--- src/rtl/dal_pkg.sv ---
package dal_pkg;

    // Packed words needed to carry one four-component vector.
    localparam int WORDS_PER_VEC = 3;
    localparam int COMPS_PER_VEC = 4;

    // Kind of register access decoded from the bus.
    typedef enum logic [1:0] {
        ACC_NONE  = 2'd0,
        ACC_INDEX = 2'd1,
        ACC_DATA  = 2'd2
    } acc_kind_e;

endpackage

--- src/rtl/dal_decode.sv ---
module dal_decode
    import dal_pkg::*;
#(
    parameter int              ADDR_W    = 10,
    parameter logic [ADDR_W-1:0] IDX_ADDR = 10'h232
) (
    input  logic              wr_en,
    input  logic [ADDR_W-1:0] wr_addr,
    output acc_kind_e         kind
);
    logic [WORDS_PER_VEC-1:0] hit_data;

    // One comparator per data register, placed right after the index register.
    for (genvar g = 0; g < WORDS_PER_VEC; g++) begin : g_data_hit
        assign hit_data[g] = (wr_addr == IDX_ADDR + ADDR_W'(g + 1));
    end

    always_comb begin
        kind = ACC_NONE;
        if (wr_en) begin
            if (wr_addr == IDX_ADDR) begin
                kind = ACC_INDEX;
            end else if (|hit_data) begin
                kind = ACC_DATA;
            end
        end
    end
endmodule

--- src/rtl/dal_unpack.sv ---
module dal_unpack
    import dal_pkg::*;
#(
    parameter int DATA_W = 32,
    parameter int COMP_W = 24,
    localparam int VEC_W = COMPS_PER_VEC * COMP_W
) (
    input  logic [DATA_W-1:0] word0,
    input  logic [DATA_W-1:0] word1,
    input  logic [DATA_W-1:0] word2,
    output logic [VEC_W-1:0]  vec    // x in the low component, w in the high one
);
    localparam int STREAM_W = WORDS_PER_VEC * DATA_W;

    logic [STREAM_W-1:0] stream;

    // The first word arrives first and holds the most significant bits.
    assign stream = {word0, word1, word2};

    // Component k is read from the k-th COMP_W slice counted from the stream's
    // last bit, so the last arriving bits form x and the first form w.
    for (genvar k = 0; k < COMPS_PER_VEC; k++) begin : g_comp
        assign vec[k*COMP_W +: COMP_W] = stream[k*COMP_W +: COMP_W];
    end

    initial begin
        if (STREAM_W != VEC_W) begin
            $error("dal_unpack: three data words must carry exactly four components");
        end
    end
endmodule

--- src/rtl/dal_slots.sv ---
module dal_slots #(
    parameter int NUM_SLOTS = 16,
    parameter int VEC_W     = 96,
    localparam int SLOT_W   = $clog2(NUM_SLOTS)
) (
    input  logic              clk,
    input  logic              rst_n,
    input  logic              we,
    input  logic [SLOT_W-1:0] waddr,
    input  logic [VEC_W-1:0]  wdata,
    input  logic [SLOT_W-1:0] raddr,
    output logic [VEC_W-1:0]  rdata
);
    logic [NUM_SLOTS-1:0][VEC_W-1:0] mem_d, mem_q;

    for (genvar s = 0; s < NUM_SLOTS; s++) begin : g_slot
        always_comb begin
            mem_d[s] = mem_q[s];
            if (we && (waddr == SLOT_W'(s))) begin
                mem_d[s] = wdata;
            end
        end

        always_ff @(posedge clk or negedge rst_n) begin
            if (!rst_n) begin
                mem_q[s] <= '0;
            end else begin
                mem_q[s] <= mem_d[s];
            end
        end
    end

    assign rdata = mem_q[raddr];
endmodule

--- src/rtl/dflt_attr_loader.sv ---
module dflt_attr_loader
    import dal_pkg::*;
#(
    parameter int                ADDR_W    = 10,
    parameter int                DATA_W    = 32,
    parameter int                COMP_W    = 24,
    parameter int                NUM_SLOTS = 16,
    parameter logic [ADDR_W-1:0] IDX_ADDR  = 10'h232,
    localparam int               SLOT_W    = $clog2(NUM_SLOTS),
    localparam int               VEC_W     = COMPS_PER_VEC * COMP_W,
    localparam int               CNT_W     = $clog2(WORDS_PER_VEC)
) (
    input  logic              clk,
    input  logic              rst_n,
    input  logic              wr_en,
    input  logic [ADDR_W-1:0] wr_addr,
    input  logic [DATA_W-1:0] wr_data,
    input  logic [SLOT_W-1:0] rd_slot,
    output logic [COMP_W-1:0] rd_x,
    output logic [COMP_W-1:0] rd_y,
    output logic [COMP_W-1:0] rd_z,
    output logic [COMP_W-1:0] rd_w,
    output logic              err_flag
);
    localparam logic [CNT_W-1:0] LAST_WORD = CNT_W'(WORDS_PER_VEC - 1);

    typedef struct packed {
        logic [CNT_W-1:0]                          cnt;
        logic [DATA_W-1:0]                         idx;
        logic                                      err;
        logic [WORDS_PER_VEC-2:0][DATA_W-1:0]      held;
    } ctl_t;

    ctl_t              st_d, st_q;
    acc_kind_e         kind;
    logic              commit;
    logic              store_ok;
    logic              idx_in_range;
    logic [VEC_W-1:0]  vec_new;
    logic [VEC_W-1:0]  vec_rd;
    logic [CNT_W-1:0]  cnt_q;
    logic [DATA_W-1:0] idx_q;

    dal_decode #(
        .ADDR_W  (ADDR_W),
        .IDX_ADDR(IDX_ADDR)
    ) u_decode (
        .wr_en  (wr_en),
        .wr_addr(wr_addr),
        .kind   (kind)
    );

    dal_unpack #(
        .DATA_W(DATA_W),
        .COMP_W(COMP_W)
    ) u_unpack (
        .word0(st_q.held[0]),
        .word1(st_q.held[1]),
        .word2(wr_data),
        .vec  (vec_new)
    );

    assign idx_in_range = (st_q.idx < DATA_W'(NUM_SLOTS));

    always_comb begin
        st_d     = st_q;
        commit   = 1'b0;
        store_ok = 1'b0;
        unique case (kind)
            ACC_INDEX: begin
                st_d.idx = wr_data;
                st_d.cnt = '0;
                st_d.err = 1'b0;
            end
            ACC_DATA: begin
                if (st_q.cnt == LAST_WORD) begin
                    commit   = 1'b1;
                    st_d.cnt = '0;
                    if (idx_in_range) begin
                        store_ok = 1'b1;
                        st_d.idx = st_q.idx + DATA_W'(1);
                    end else begin
                        st_d.err = 1'b1;
                    end
                end else begin
                    st_d.held[st_q.cnt[0]] = wr_data;
                    st_d.cnt               = st_q.cnt + CNT_W'(1);
                end
            end
            default: begin
            end
        endcase
    end

    always_ff @(posedge clk or negedge rst_n) begin
        if (!rst_n) begin
            st_q <= '0;
        end else begin
            st_q <= st_d;
        end
    end

    dal_slots #(
        .NUM_SLOTS(NUM_SLOTS),
        .VEC_W    (VEC_W)
    ) u_slots (
        .clk  (clk),
        .rst_n(rst_n),
        .we   (store_ok),
        .waddr(st_q.idx[SLOT_W-1:0]),
        .wdata(vec_new),
        .raddr(rd_slot),
        .rdata(vec_rd)
    );

    assign rd_x     = vec_rd[0*COMP_W +: COMP_W];
    assign rd_y     = vec_rd[1*COMP_W +: COMP_W];
    assign rd_z     = vec_rd[2*COMP_W +: COMP_W];
    assign rd_w     = vec_rd[3*COMP_W +: COMP_W];
    assign err_flag = st_q.err;
    assign cnt_q    = st_q.cnt;
    assign idx_q    = st_q.idx;

    logic unused_commit;
    assign unused_commit = commit;
endmodule

--- config.mk ---
export PLATFORM = sky130hd
export DESIGN_NAME = dflt_attr_loader
export DESIGN_NICKNAME = d
export VERILOG_FILES = /design/src/rtl/dal_pkg.sv /design/src/rtl/dal_decode.sv /design/src/rtl/dal_unpack.sv /design/src/rtl/dal_slots.sv /design/src/rtl/dflt_attr_loader.sv
export SDC_FILE = /design/constraint.sdc
export NUM_CORES = 2
export LEC_CHECK = 0
export BUFFER_PORTS_ARGS = -buffer_cell sky130_fd_sc_hd__buf_2
export CAP_MARGIN = 20
export CORE_MARGIN = 1.5
export CORE_UTILIZATION = 57
export DETAILED_ROUTE_END_ITERATION = 7
export PLACE_DENSITY = 0.76
export SYNTH_ARGS = -nofsm -noshare
export SYNTH_HDL_FRONTEND = slang
export SYNTH_SLANG_ARGS = --single-unit
--- constraint.sdc ---
create_clock -name clk -period 2.53 [get_ports clk]
set_input_delay 0.253 -clock clk [delete_from_list [all_inputs] [get_ports clk]]
set_output_delay 0.253 -clock clk [all_outputs]
set_load 0.01 [all_outputs]
==> flow_summary.yaml <==
critical_path:
  worst-path-stages: 11
  path_buf_inv: 6
  cp-end-kind: "flop"
  worstSetupPathType: "flop to flop"
  max_stage_delay_ns: 0.46
  ff2ff_path_depth: 11
  critPathTopFamily: "simple AND/OR/NAND/NOR gates"
  arrival_ns: 3.62
  required_ns: 3.21
  cp_max_fo: 7
  start_kind: "flop"
  slowest_stage: "nor4_1"
  path_common_cell: "buf_12"
  path_cells: "nor4_1, nand4_1, buf_4, nor2_4, buf_6, buf_6, and4_4, buf_12, buf_12, buf_12, mux2_4"
clock_network:
  cts_root_buf: "clkbuf_16"
  cts.path.max_buffers: 3
  cts.sink_count: 1635
  insertion_delay_ns: 0.81
  cts_tree: "done"
  htreeDepth: 4
  cts_buffers: 171
  path_clk_slew_ns: 0.07
synthesis:
  synth_edf_count: 0
  ys_ff_latch: 1635
  yosysSeqAreaShare: 0.5607
  synthDistinctLibCells: 50
  synthArstFlopShare: 1.000
  yosysTopAreaCell: "dfrtp_1"
  netlist_area_mm2: 0.07296
  syn_nets: 4375
  synth_top_area_frac: 0.5607
  ys_top_cells_by_area: "dfrtp_1 56%, mux2_2 20%, mux4_2 15%"
  synthCells: 4321
  synth_warnings: 0
  yosys-top-cells-count: "1635 x dfrtp_1, 1326 x mux2_2, 480 x mux4_2, 280 x mux2_1, 134 x clkbuf_1"
  yosysMostFrequentCell: "dfrtp_1"
  ys.flop_type: "dfrtp_1"
  syn_area_per_cell_um2: 16.89
drt:
  drtAntennaViolNets: 0
  wl_met1_um: 84230
  finalWirelength_um: 210800
  num_vias: 43295
  route.detailed.drc: 0
  viasPerCell: 6.665
  dr.first_iter.drc_count: 4285
  wl_per_cell_um: 32.45
  wl_met2_um: 101500
  highest_layer: "met5"
  first_pass_iters: 8
  wl_met3_um: 16150
global_routing:
  grt_pass1_wl_um: 308600
  grt_pass1_vias: 45867
  antenna_found_initial: 9
  grtUsageTotal: 0.3193
  grt_max_degree: 108
  grt_remaining_overflow: 0
layout:
  area_delta_synth_final_pct: 22.94
  final_cells: 6496
  nets: 4740
  fill_cells: 7577
  drive_above_1_share: 0.5730
placement:
  dpl.cell_count: 5973
  pre_cts_slack_ns: -0.8333
  dp_hpwl_um: 109600
  port_buffers: 145
  gp_congestion: 0.8340
run_status:
  violations: "setup timing"
  status: "complete, but fails checks"
floorplanning:
  core_mm2: 0.1274
  die_w_um: 360.8
  die_y_um: 360.8
  initial_core_util: 0.5729
  pin_count: 146
  rows: 131
  die-area_mm2: 0.1302
sta:
  tns_ns: -320.69
  period_needed_ns: 2.940
  hold_viol_final: 0
  max_slew_margin: 0.4533
  post-route-period-util: 1.162
  fin_skew_ns: 0.02981
  timing.final.ws_setup_ns: -0.4103
  slew_viol_final: 0
  grt_setup_unrepaired: "yes"
  finalSetupViolations: 1628
  worst_pin_slew_ns: 0.8201
  fin_hold_ws_ns: 0.05802
  fmaxAchievable_mhz: 340.1
flow_run:
  cap_violations: 0
worst_hold_path:
  whs_path_depth: 3
  min_path_type: "primary input to flop"
pwr:
  ir_drop_mv: 0.7206
  p_leak_nw: 42.94
  power_density_mw_per_mm2: 612.7
-- layout by cell type (no fill, tap or decap), types with 7 or more instances in the layout --
master / n
buf_4: 166
buf_2: 58
clkbuf_16: 189
clkbuf_1: 35
nor4_4: 9
nand4_1: 9
mux2_4: 410
nor2_1: 22
o22ai_1: 7
dfrtp_1: 1633
buf_12: 186
buf_16: 70
nand3_1: 8
o21ai_0: 10
buf_6: 109
inv_6: 8
mux2_2: 948
clkinvlp_4: 8
nand2_1: 15
a21oi_1: 17
and4_4: 8
bufinv_16: 19
nor4_1: 8
clkinv_2: 26
mux2_1: 248
mux4_2: 480
clkbuf_8: 39
-- logic make-up (layout without fill, tap and decap cells) --
family                   after synthesis  after routing  synth area share
AO/OA/AOI/OAI                         53             53          0.004544
adder cells (fa/ha/maj)                5              5         0.0008574
buffers and inverters                429            937           0.02733
flip-flops                          1635           1635            0.5607
multiplexers                        2087           2087            0.3962
other                                  0              5                 0
AND/OR/NAND/NOR                      112            112           0.01037
-- repair_timing --
item                                    4_1_cts  5_1_grt
setup buffers                               108       32
endpoints found under the setup margin     1486     1616
pin swaps                                    13        7
hold buffers                                  6        0
hold endpoints to repair                    881        0
gates resized for setup                     460      230
gates cloned                                 60       18
-- flip-flops by register name (all words and copies together) (netlist names) --
name	count
idx_q	32
u_slots.mem_q	1536
err_flag	1
st_q	64
cnt_q	2
-- through the flow --
step	util	cell area, um^2	total power [mW]
floorplan	-	73470	27.59
global placement	0.6100	77690	28.80
detailed placement	0.6100	77690	28.82
CTS	0.6938	88360	55.12
global route	0.7043	89690	56.45
finish	0.7044	89700	54.96
-- layout make-up --
cell class / count / area (um^2) / area share
flip-flops and latches: 1635 / 40920 / 0.4561
multi-input cells: 2257 / 31700 / 0.3534
repair buffers: 617 / 9005 / 0.1004
clock buffers: 247 / 4997 / 0.05571
well taps: 1662 / 2079 / 0.02318
clock inverters: 69 / 974.7 / 0.01087
inverters: 4 / 15.01 / 0.0001674
diodes: 5 / 12.51 / 0.0001395
-- path summary, 6_finish.rpt --
check	end	startpoint	slack (ns)
worst min-delay path	idx_q[6]	wr_data[6]	0.06
worst min register to register	u_slots.mem_q[856]	u_slots.mem_q[856]	0.48
min in group asynchronous	u_slots.mem_q[1158]	rst_n	0.21
worst max register to register	u_slots.mem_q[295]	idx_q[30]	-0.41
max in group asynchronous	u_slots.mem_q[956]	rst_n	1.54
worst max-delay path	u_slots.mem_q[295]	idx_q[30]	-0.41
-- routing by layer --
layer	vias to the layer above	global-route usage
met3	545	0.05873
met5	-	0
met4	2	0.1165
met2	1923	0.5084
met1	23876	0.4434
li1	16949	-
-- report_power, final --
| part | switching [mW] | internal (mW) |
|---|---|---|
| registers | 0.134 | 26.2 |
| clock network | 10.8 | 15.8 |
| logic | 1.41 | 0.663 |
-- worst min-delay path, stage by stage --
cell      delay, ns
buf_2          0.30
nand2b_1       0.17
a31oi_1        0.08
Power figures use the tool's default switching activity.
